[src/rtl/tmr_chan_pkg.sv]
package tmr_chan_pkg;

  localparam logic [1:0] MODE_CAPTURE = 2'b00;

  typedef struct packed {
    logic hi_rd;
    logic lo_rd;
    logic hi_wr;
    logic lo_wr;
  } bus_acc_t;

  function automatic logic is_capture(input logic [1:0] mode);
    return mode == MODE_CAPTURE;
  endfunction

endpackage

[src/rtl/chan_lock_ctl.sv]
module chan_lock_ctl
  import tmr_chan_pkg::*;
(
  input  logic       clk,
  input  logic       rst,
  input  logic [1:0] mode_sel,
  input  bus_acc_t   acc,
  output logic       cap_block,
  output logic       cmp_en
);

  logic [1:0] mode_q;
  logic       cap_lock;
  logic       cmp_lock;
  logic       mode_chg;
  logic       cap_mode;

  assign cap_mode = is_capture(mode_sel);
  assign mode_chg = mode_sel != mode_q;

  always_ff @(posedge clk) begin
    if (rst) begin
      mode_q   <= MODE_CAPTURE;
      cap_lock <= 1'b0;
      cmp_lock <= 1'b0;
    end else begin
      mode_q <= mode_sel;
      if (mode_chg) begin
        cap_lock <= 1'b0;
        cmp_lock <= 1'b0;
      end else begin
        if (cap_mode && acc.hi_rd)       cap_lock <= 1'b1;
        else if (acc.lo_rd)              cap_lock <= 1'b0;
        if (!cap_mode && acc.hi_wr)      cmp_lock <= 1'b1;
        else if (acc.lo_wr)              cmp_lock <= 1'b0;
      end
    end
  end

  // an upper read blocks in its own cycle as well as while latched
  assign cap_block = cap_lock | (cap_mode & acc.hi_rd);
  assign cmp_en    = ~cap_mode & ~cmp_lock & ~acc.hi_wr;

  AST_LOCKS_EXCLUSIVE: assert property (@(posedge clk) disable iff (rst)
    !(cap_lock && cmp_lock));
  AST_CAPLOCK_IN_CAPTURE: assert property (@(posedge clk) disable iff (rst)
    cap_lock |-> (mode_q == MODE_CAPTURE));
  AST_MODE_CHG_UNLOCKS: assert property (@(posedge clk) disable iff (rst)
    mode_chg |=> (!cap_lock && !cmp_lock));
  AST_LO_READ_RELEASES: assert property (@(posedge clk) disable iff (rst)
    acc.lo_rd |=> !cap_lock);
  AST_CMPLOCK_HOLDS: assert property (@(posedge clk) disable iff (rst)
    (cmp_lock && !acc.lo_wr && !mode_chg) |=> cmp_lock);

endmodule

[src/rtl/chan_store.sv]
module chan_store #(
  parameter int BUS_W = 8,
  parameter int CNT_W = 2 * BUS_W
) (
  input  logic             clk,
  input  logic             rst,
  input  logic [CNT_W-1:0] cnt_val,
  input  logic             cap_take,
  input  logic             wr_en,
  input  logic             rd_en,
  input  logic             byte_hi,
  input  logic [BUS_W-1:0] wdata,
  output logic [BUS_W-1:0] rdata,
  output logic [CNT_W-1:0] reg_val
);

  localparam int NLANE = CNT_W / BUS_W;

  for (genvar g = 0; g < NLANE; g++) begin : g_lane
    localparam logic IS_TOP = (g == NLANE - 1);
    logic [BUS_W-1:0] lane_q;

    // value storage carries no reset: contents are undefined until loaded
    always_ff @(posedge clk) begin
      if (cap_take)
        lane_q <= cnt_val[g*BUS_W +: BUS_W];
      else if (wr_en && (byte_hi == IS_TOP))
        lane_q <= wdata;
    end

    assign reg_val[g*BUS_W +: BUS_W] = lane_q;
  end

  always_ff @(posedge clk) begin
    if (rst)
      rdata <= '0;
    else if (rd_en)
      rdata <= byte_hi ? reg_val[CNT_W-1 -: BUS_W] : reg_val[BUS_W-1:0];
  end

  AST_CAPTURE_LOAD: assert property (@(posedge clk) disable iff (rst)
    cap_take |=> (reg_val == $past(cnt_val)));
  AST_RDATA_HOLD: assert property (@(posedge clk) disable iff (rst)
    !rd_en |=> $stable(rdata));
  AST_READ_LOW_BYTE: assert property (@(posedge clk) disable iff (rst)
    (rd_en && !byte_hi) |=> (rdata == $past(reg_val[BUS_W-1:0])));

endmodule

[src/rtl/chan_event.sv]
module chan_event #(
  parameter int CNT_W = 16
) (
  input  logic             clk,
  input  logic             rst,
  input  logic [CNT_W-1:0] cnt_val,
  input  logic [CNT_W-1:0] reg_val,
  input  logic             cmp_en,
  input  logic             cap_take,
  input  logic             flag_clr,
  output logic             chan_flag,
  output logic             cmp_pulse
);

  logic match;

  assign match = cmp_en && (cnt_val == reg_val);

  always_ff @(posedge clk) begin
    if (rst) begin
      cmp_pulse <= 1'b0;
      chan_flag <= 1'b0;
    end else begin
      cmp_pulse <= match;
      if (cap_take || match)
        chan_flag <= 1'b1;
      else if (flag_clr)
        chan_flag <= 1'b0;
    end
  end

  AST_PULSE_SETS_FLAG: assert property (@(posedge clk) disable iff (rst)
    cmp_pulse |-> chan_flag);
  AST_NO_PULSE_DISABLED: assert property (@(posedge clk) disable iff (rst)
    !cmp_en |=> !cmp_pulse);
  AST_CAPTURE_FLAGS: assert property (@(posedge clk) disable iff (rst)
    cap_take |=> chan_flag);
  AST_FLAG_STICKY: assert property (@(posedge clk) disable iff (rst)
    (chan_flag && !flag_clr) |=> chan_flag);

endmodule

[src/rtl/tmr_chan_reg.sv]
module tmr_chan_reg
  import tmr_chan_pkg::*;
#(
  parameter  int BUS_W = 8,
  localparam int CNT_W = 2 * BUS_W
) (
  input  logic             clk,
  input  logic             rst,
  input  logic [CNT_W-1:0] cnt_val,
  input  logic             cap_stb,
  input  logic [1:0]       mode_sel,
  input  logic             bus_rd,
  input  logic             bus_wr,
  input  logic             byte_hi,
  input  logic [BUS_W-1:0] bus_wdata,
  input  logic             flag_clr,
  output logic [BUS_W-1:0] bus_rdata,
  output logic             chan_flag,
  output logic             cmp_pulse
);

  bus_acc_t         acc;
  logic             cap_block;
  logic             cmp_en;
  logic             cap_take;
  logic [CNT_W-1:0] reg_val;

  always_comb begin
    acc.hi_rd = bus_rd &  byte_hi;
    acc.lo_rd = bus_rd & ~byte_hi;
    acc.hi_wr = bus_wr &  byte_hi;
    acc.lo_wr = bus_wr & ~byte_hi;
  end

  assign cap_take = is_capture(mode_sel) & cap_stb & ~cap_block;

  chan_lock_ctl u_lock (
    .clk       (clk),
    .rst       (rst),
    .mode_sel  (mode_sel),
    .acc       (acc),
    .cap_block (cap_block),
    .cmp_en    (cmp_en)
  );

  chan_store #(.BUS_W(BUS_W), .CNT_W(CNT_W)) u_store (
    .clk      (clk),
    .rst      (rst),
    .cnt_val  (cnt_val),
    .cap_take (cap_take),
    .wr_en    (bus_wr),
    .rd_en    (bus_rd),
    .byte_hi  (byte_hi),
    .wdata    (bus_wdata),
    .rdata    (bus_rdata),
    .reg_val  (reg_val)
  );

  chan_event #(.CNT_W(CNT_W)) u_evt (
    .clk       (clk),
    .rst       (rst),
    .cnt_val   (cnt_val),
    .reg_val   (reg_val),
    .cmp_en    (cmp_en),
    .cap_take  (cap_take),
    .flag_clr  (flag_clr),
    .chan_flag (chan_flag),
    .cmp_pulse (cmp_pulse)
  );

  AST_BLOCKED_DISCARDED: assert property (@(posedge clk) disable iff (rst)
    (cap_stb && cap_block && !bus_wr) |=> $stable(reg_val));
  AST_COMPARE_NO_CAPTURE: assert property (@(posedge clk) disable iff (rst)
    (!is_capture(mode_sel) && !bus_wr) |=> $stable(reg_val));
  AST_CAPTURE_NO_PULSE: assert property (@(posedge clk) disable iff (rst)
    is_capture(mode_sel) |=> !cmp_pulse);

endmodule

[config.mk]
export PLATFORM = sky130hd
export DESIGN_NAME = tmr_chan_reg
export DESIGN_NICKNAME = d
export VERILOG_FILES = /design/src/rtl/tmr_chan_pkg.sv /design/src/rtl/chan_lock_ctl.sv /design/src/rtl/chan_store.sv /design/src/rtl/chan_event.sv /design/src/rtl/tmr_chan_reg.sv
export SDC_FILE = /design/constraint.sdc
export NUM_CORES = 1
export LEC_CHECK = 0
export ABC_AREA = 1
export CORE_ASPECT_RATIO = 1.4
export CORE_UTILIZATION = 30
export CTS_CLUSTER_SIZE = 14
export DETAILED_ROUTE_END_ITERATION = 10
export PLACE_DENSITY_LB_ADDON = 0.15
export SLEW_MARGIN = 20
export SYNTH_ARGS = -nofsm -noshare
export SYNTH_HDL_FRONTEND = slang
export SYNTH_SLANG_ARGS = --single-unit
[constraint.sdc]
create_clock -name clk -period 1.4 [get_ports clk]
set_input_delay 0.21 -clock clk [delete_from_list [all_inputs] [get_ports clk]]
set_output_delay 0.21 -clock clk [all_outputs]
set_load 0.05 [all_outputs]
# == Yosys cells after proc, flatten, opt, wreduce, memory -nomap -nowiden ==
# Cells that the tools add are included.
# word_totals
elab_cells,50
reg_bits,30
out_inout_bits,10
inputBits,33
# op_classes
n_bitwise,15
n_reduce_logical,14
n_mux,11
eq_ne,2
# op_table
operator,count
two-way mux 8 bit,5
== test 16 bit,1
nonzero test 2 bit,5
bitwise AND 1 bit,9
two-way mux 1 bit,6
logical AND 1 bit,5
inverter 1 bit,5
zero test 2 bit,1
inequality test 2 bit,1
OR reduction 2 bit,1
zero test 1 bit,1
logical OR 1 bit,1
bitwise OR 1 bit,1

# == Longest topological paths before layout ==
# logic_depth
word_depth,7
ltp_mapped,8
ltp_nobuf,8

# == Cells and area by module ==
# Synthesis repeated with hierarchy kept, for this count alone.
# hier_totals
cells_unflattened,263
hier_area_um2,1742.9
# modules_own_cells
mod,area_per_inst_um2,seq_area_each_um2,cells_per_inst,instances
chan_store,1113.6,640.6,131,1
chan_event,382.9,40.0,86,1
chan_lock_ctl,193.9,80.1,32,1
tmr_chan_reg,52.6,0.0,14,1

# == Worst setup path before layout ==
# Ideal clock, no wire load.
# synth_path
path_kind,reg-to-reg
start,reg u_lock.cap_lock
end,reg u_store.g_lane[1].lane_q[0] (enable)
t_arrival_ns,0.902
setup_time_ns,0.329
n_path_buf,1
period_less_slack_ns,1.231
stages_incl_launch_ff,5
required_ns,1.071
slack_ns,0.169
cell_sequence,dfxtp_1 -> inv_1 -> nand4_4 -> buf_6 -> nand2_1
# synth_between
elab_chain_len,4
# synth_rtl
element,line_no,text
from (decl),chan_lock_ctl.sv:13,logic cap_lock;
from (signal assigned),chan_lock_ctl.sv:24,cap_lock <= 1'b0;
from (signal assigned),chan_lock_ctl.sv:29,cap_lock <= 1'b0;
from (signal assigned),chan_lock_ctl.sv:32,if (cap_mode && acc.hi_rd) cap_lock <= 1'b1;
bitwise OR 1 bit,chan_lock_ctl.sv:41,assign cap_block = cap_lock | (cap_mode & acc.hi_rd);
inverter 1 bit,tmr_chan_reg.sv:35,assign cap_take = is_capture(mode_sel) & cap_stb & ~cap_block;
bitwise AND 1 bit,tmr_chan_reg.sv:35,
nonzero test 2 bit (no line),-,
to (signal assigned),chan_store.sv:26,lane_q <= cnt_val[g*BUS_W +: BUS_W];
to (signal assigned),chan_store.sv:28,lane_q <= wdata;
to (decl),chan_store.sv:21,logic [BUS_W-1:0] lane_q;
# Every way passes these cells.
# A chain may end at the register's enable or synchronous reset.

# == Final worst setup path ==
# layout_path
start,in mode_sel[0]
end,"reg u_store.g_lane[1].lane_q[0], data pin"
# layout_between
elab_chain_len,6
word_cells_on_any_way,7
cone_classes,mux: 1; bitwise: 5; reduce/logical: 1
# layout_rtl
element,line_no,text
from (decl),tmr_chan_reg.sv:11,"input logic [1:0] mode_sel,"
zero test 2 bit *,tmr_chan_pkg.sv:13,return mode == MODE_CAPTURE;
bitwise AND 1 bit,chan_lock_ctl.sv:41,
bitwise OR 1 bit,chan_lock_ctl.sv:41,
inverter 1 bit,tmr_chan_reg.sv:35,
bitwise AND 1 bit *,tmr_chan_reg.sv:35,
two-way mux 8 bit *,chan_store.sv:25,if (cap_take)
# Every way passes the cells marked *; elsewhere a longest branch is shown, timed or not.

==> impl_metrics.json <==
{
  "ff2ff_setup_slack_ns": 0.23,
  "pin_count": 43,
  "cts.sinks": 30,
  "cap_violations": 0,
  "antenna_found_initial": 0,
  "worstReg2RegStart": "u_lock.cap_lock",
  "drive_above_1_share": 0.2133,
  "drv_slew": 0,
  "avgSynthCellArea_um2": 7.640,
  "crit_required_ns": 1.44,
  "cts-buffers-inserted": 5,
  "dp_cells": 344,
  "final_cell_mix": "nand2_1, inv_1, clkdlybuf4s50_1, nor2_1, buf_4",
  "finalHoldViolCount": 0,
  "critPathKind": "in -> reg",
  "status": "finished clean",
  "r2r_end": "u_store.g_lane[1].lane_q[0]",
  "via_per_inst": 4.298,
  "final_cells": 352,
  "fp.dieW_um": 64.69,
  "ys_ff_latch": 30,
  "synth_fp_nets": 249,
  "hold-worst-slack_ns": 0.5184,
  "startpoint_type": "input pin",
  "fillers": 552,
  "reg2reg_depth": 5,
  "tns_ns": 0,
  "p_total_mw": 2.415,
  "routed_wl_um": 4324,
  "cts-root-buf": "clkbuf_8",
  "rsz0062_at_grt": "false",
  "synthAdderAreaFrac": 0,
  "drc_errors": 0,
  "grt_pass1_vias": 1547,
  "seq_area_frac_synth": 0.4610,
  "vias": 1513,
  "worstHoldPathType": "reg -> reg",
  "setup_violations": 0,
  "slew_headroom": 0.7540,
  "ctsHoldBuffers": 0,
  "synth_top_family_by_area": "simple AND/OR/NAND/NOR gates",
  "synth_compound_area_frac": 0.1539,
  "min-delay-start": "u_lock.cap_lock",
  "clock_path_buffers": 2,
  "synthMuxAreaShare": 0,
  "path_max_fanout": 13,
  "start_util": 0.3152,
  "grt_remaining_overflow": 0,
  "final.min_clock_period_ns": 1.283,
  "dieArea_um2": 5806,
  "area_growth_pct": 54.06,
  "cts_resized": 0,
  "diodes": 0,
  "dp_hpwl_um": 3384,
  "max_slew.worst_pin.slew_ns": 0.3685,
  "die-height_um": 89.76,
  "num_rows": 31,
  "core-area_um2": 5236,
  "syn_area_um2": 1650,
  "ctsHtreeMaxLevel": 2,
  "postCtsSetupRepairBufs": 0,
  "min_to": "u_lock.cap_lock",
  "gr-usage-all-layers": 0.1667,
  "max-vdd-ir-drop_mv": 0.5683,
  "synthSimpleGateAreaFrac": 0.2525,
  "critPathCaptureType": "register",
  "port_buffers": 42,
  "routabilityCongestion": 0.7951,
  "synthCells": 216,
  "hold_depth": 2,
  "synth_cell_types": 19,
  "critical_path_arrival_ns": 1.32,
  "drt-wirelength-per-cell_um": 12.28,
  "period_share": 0.9167,
  "drt_iter0_markers": 55,
  "fin_util": 0.4855,
  "fin_skew_ns": 0.003629,
  "clkTransAtPathRegs_ns": 0.07,
  "first_pass_iters": 4,
  "leakagePower_nw": 1.247,
  "grt_start_max_net_pins": 14,
  "max_freq_ghz": 0.7792,
  "synth_warnings": 0,
  "finalNetCount": 318,
  "power_density_nw_per_um2": 949.7,
  "synth-xor-area-share": 0.005307,
  "grt_pass1_wl_um": 7210,
  "ant_nets": 0,
  "clkLatencyLatePin_ns": 0.28,
  "cts_tree": "built",
  "layout_commonest_cell": "nand2_1"
}
worst max-delay path by stage:
stage / start / to / slack, ns / depth (start not counted)
2_1_floorplan: u_lock.cap_lock / u_store.g_lane[1].lane_q[0] / 0.17 / 4
3_3_place_gp: mode_sel[0] / u_store.g_lane[1].lane_q[3] / -0.17 / 6
3_5_place_dp: mode_sel[0] / u_store.g_lane[1].lane_q[0] / -0.19 / 6
4_1_cts: mode_sel[0] / u_store.g_lane[1].lane_q[0] / 0.11 / 6
5_1_grt: bus_rd / u_store.rdata[0] / 0.06 / 7
6_report: mode_sel[0] / u_store.g_lane[1].lane_q[0] / 0.12 / 6
final cells by class:
| type | instances | area [um2] | share of cell area |
|---|---|---|---|
| clock buffers | 5 | 68.82 | 0.02707 |
| clock inverters | 3 | 40.04 | 0.01575 |
| inverters | 50 | 187.7 | 0.07382 |
| multi-input cells | 134 | 679.4 | 0.2672 |
| flip-flops and latches | 30 | 760.7 | 0.2992 |
| well taps | 66 | 82.58 | 0.03248 |
| repair buffers | 64 | 723.2 | 0.2844 |
kinds of logic (layout without fill, tap and decap cells):
group | after synthesis | in the layout
buffers and inverters | 52 | 122
AOI/OAI and AO/OA | 36 | 36
and+or+nand+nor | 97 | 97
DFF | 30 | 30
xor gates and xnor gates | 1 | 1
through the flow:
step	cell area (um2)	setup WS, ns
global route	2542	0.06317
detailed placement	2434	-0.1861
global placement	2434	-0.1709
finish	2542	0.1166
CTS	2542	0.1141
floorplan	1650	0.1693
synth_stat cells, drive strengths merged:
cell	n	area share
edfxtp	16	0.29
o21ai	29	0.12
buf	2	0.014
a21oi	3	0.0091
dfxtp	14	0.17
nand2	72	0.17
inv	50	0.11
nor2	20	0.050
nand4	3	0.020
nand3	1	0.0030
o221ai	3	0.016
xnor2	1	0.0053
nor3b	1	0.0046
o211ai	1	0.0046
per-layer routing:
layer	GRT usage	wire length [um]
met5	0	0
met4	0.06852	87
met3	0.03680	167
met2	0.3018	2366
met1	0.1816	1703
flip-flops by register name, summed over array words and instances, names as in the netlist:
name	cells
u_lock.cmp_lock	1
u_lock.cap_lock	1
u_store.g_lane.lane_q	16
u_store.rdata	8
u_evt.chan_flag	1
u_lock.mode_q	2
u_evt.cmp_pulse	1
report_power, final:
group / switching (mW) / leakage (nW) / internal [mW] / total [mW]
Sequential: 0.0331 / 0.267 / 0.987 / 1.02
Clock: 0.344 / 0.0579 / 0.523 / 0.867
Combinational: 0.262 / 0.922 / 0.266 / 0.528
Total: 0.639 / 1.25 / 1.78 / 2.41
critical path, stage by stage:
cell and delay [ns]:
clkdlybuf4s50_1 0.45, nor2_4 0.15, nand4_4 0.13, buf_12 0.19, nand2_1 0.11, o21ai_2 0.06
Power figures use the tool's default switching activity.
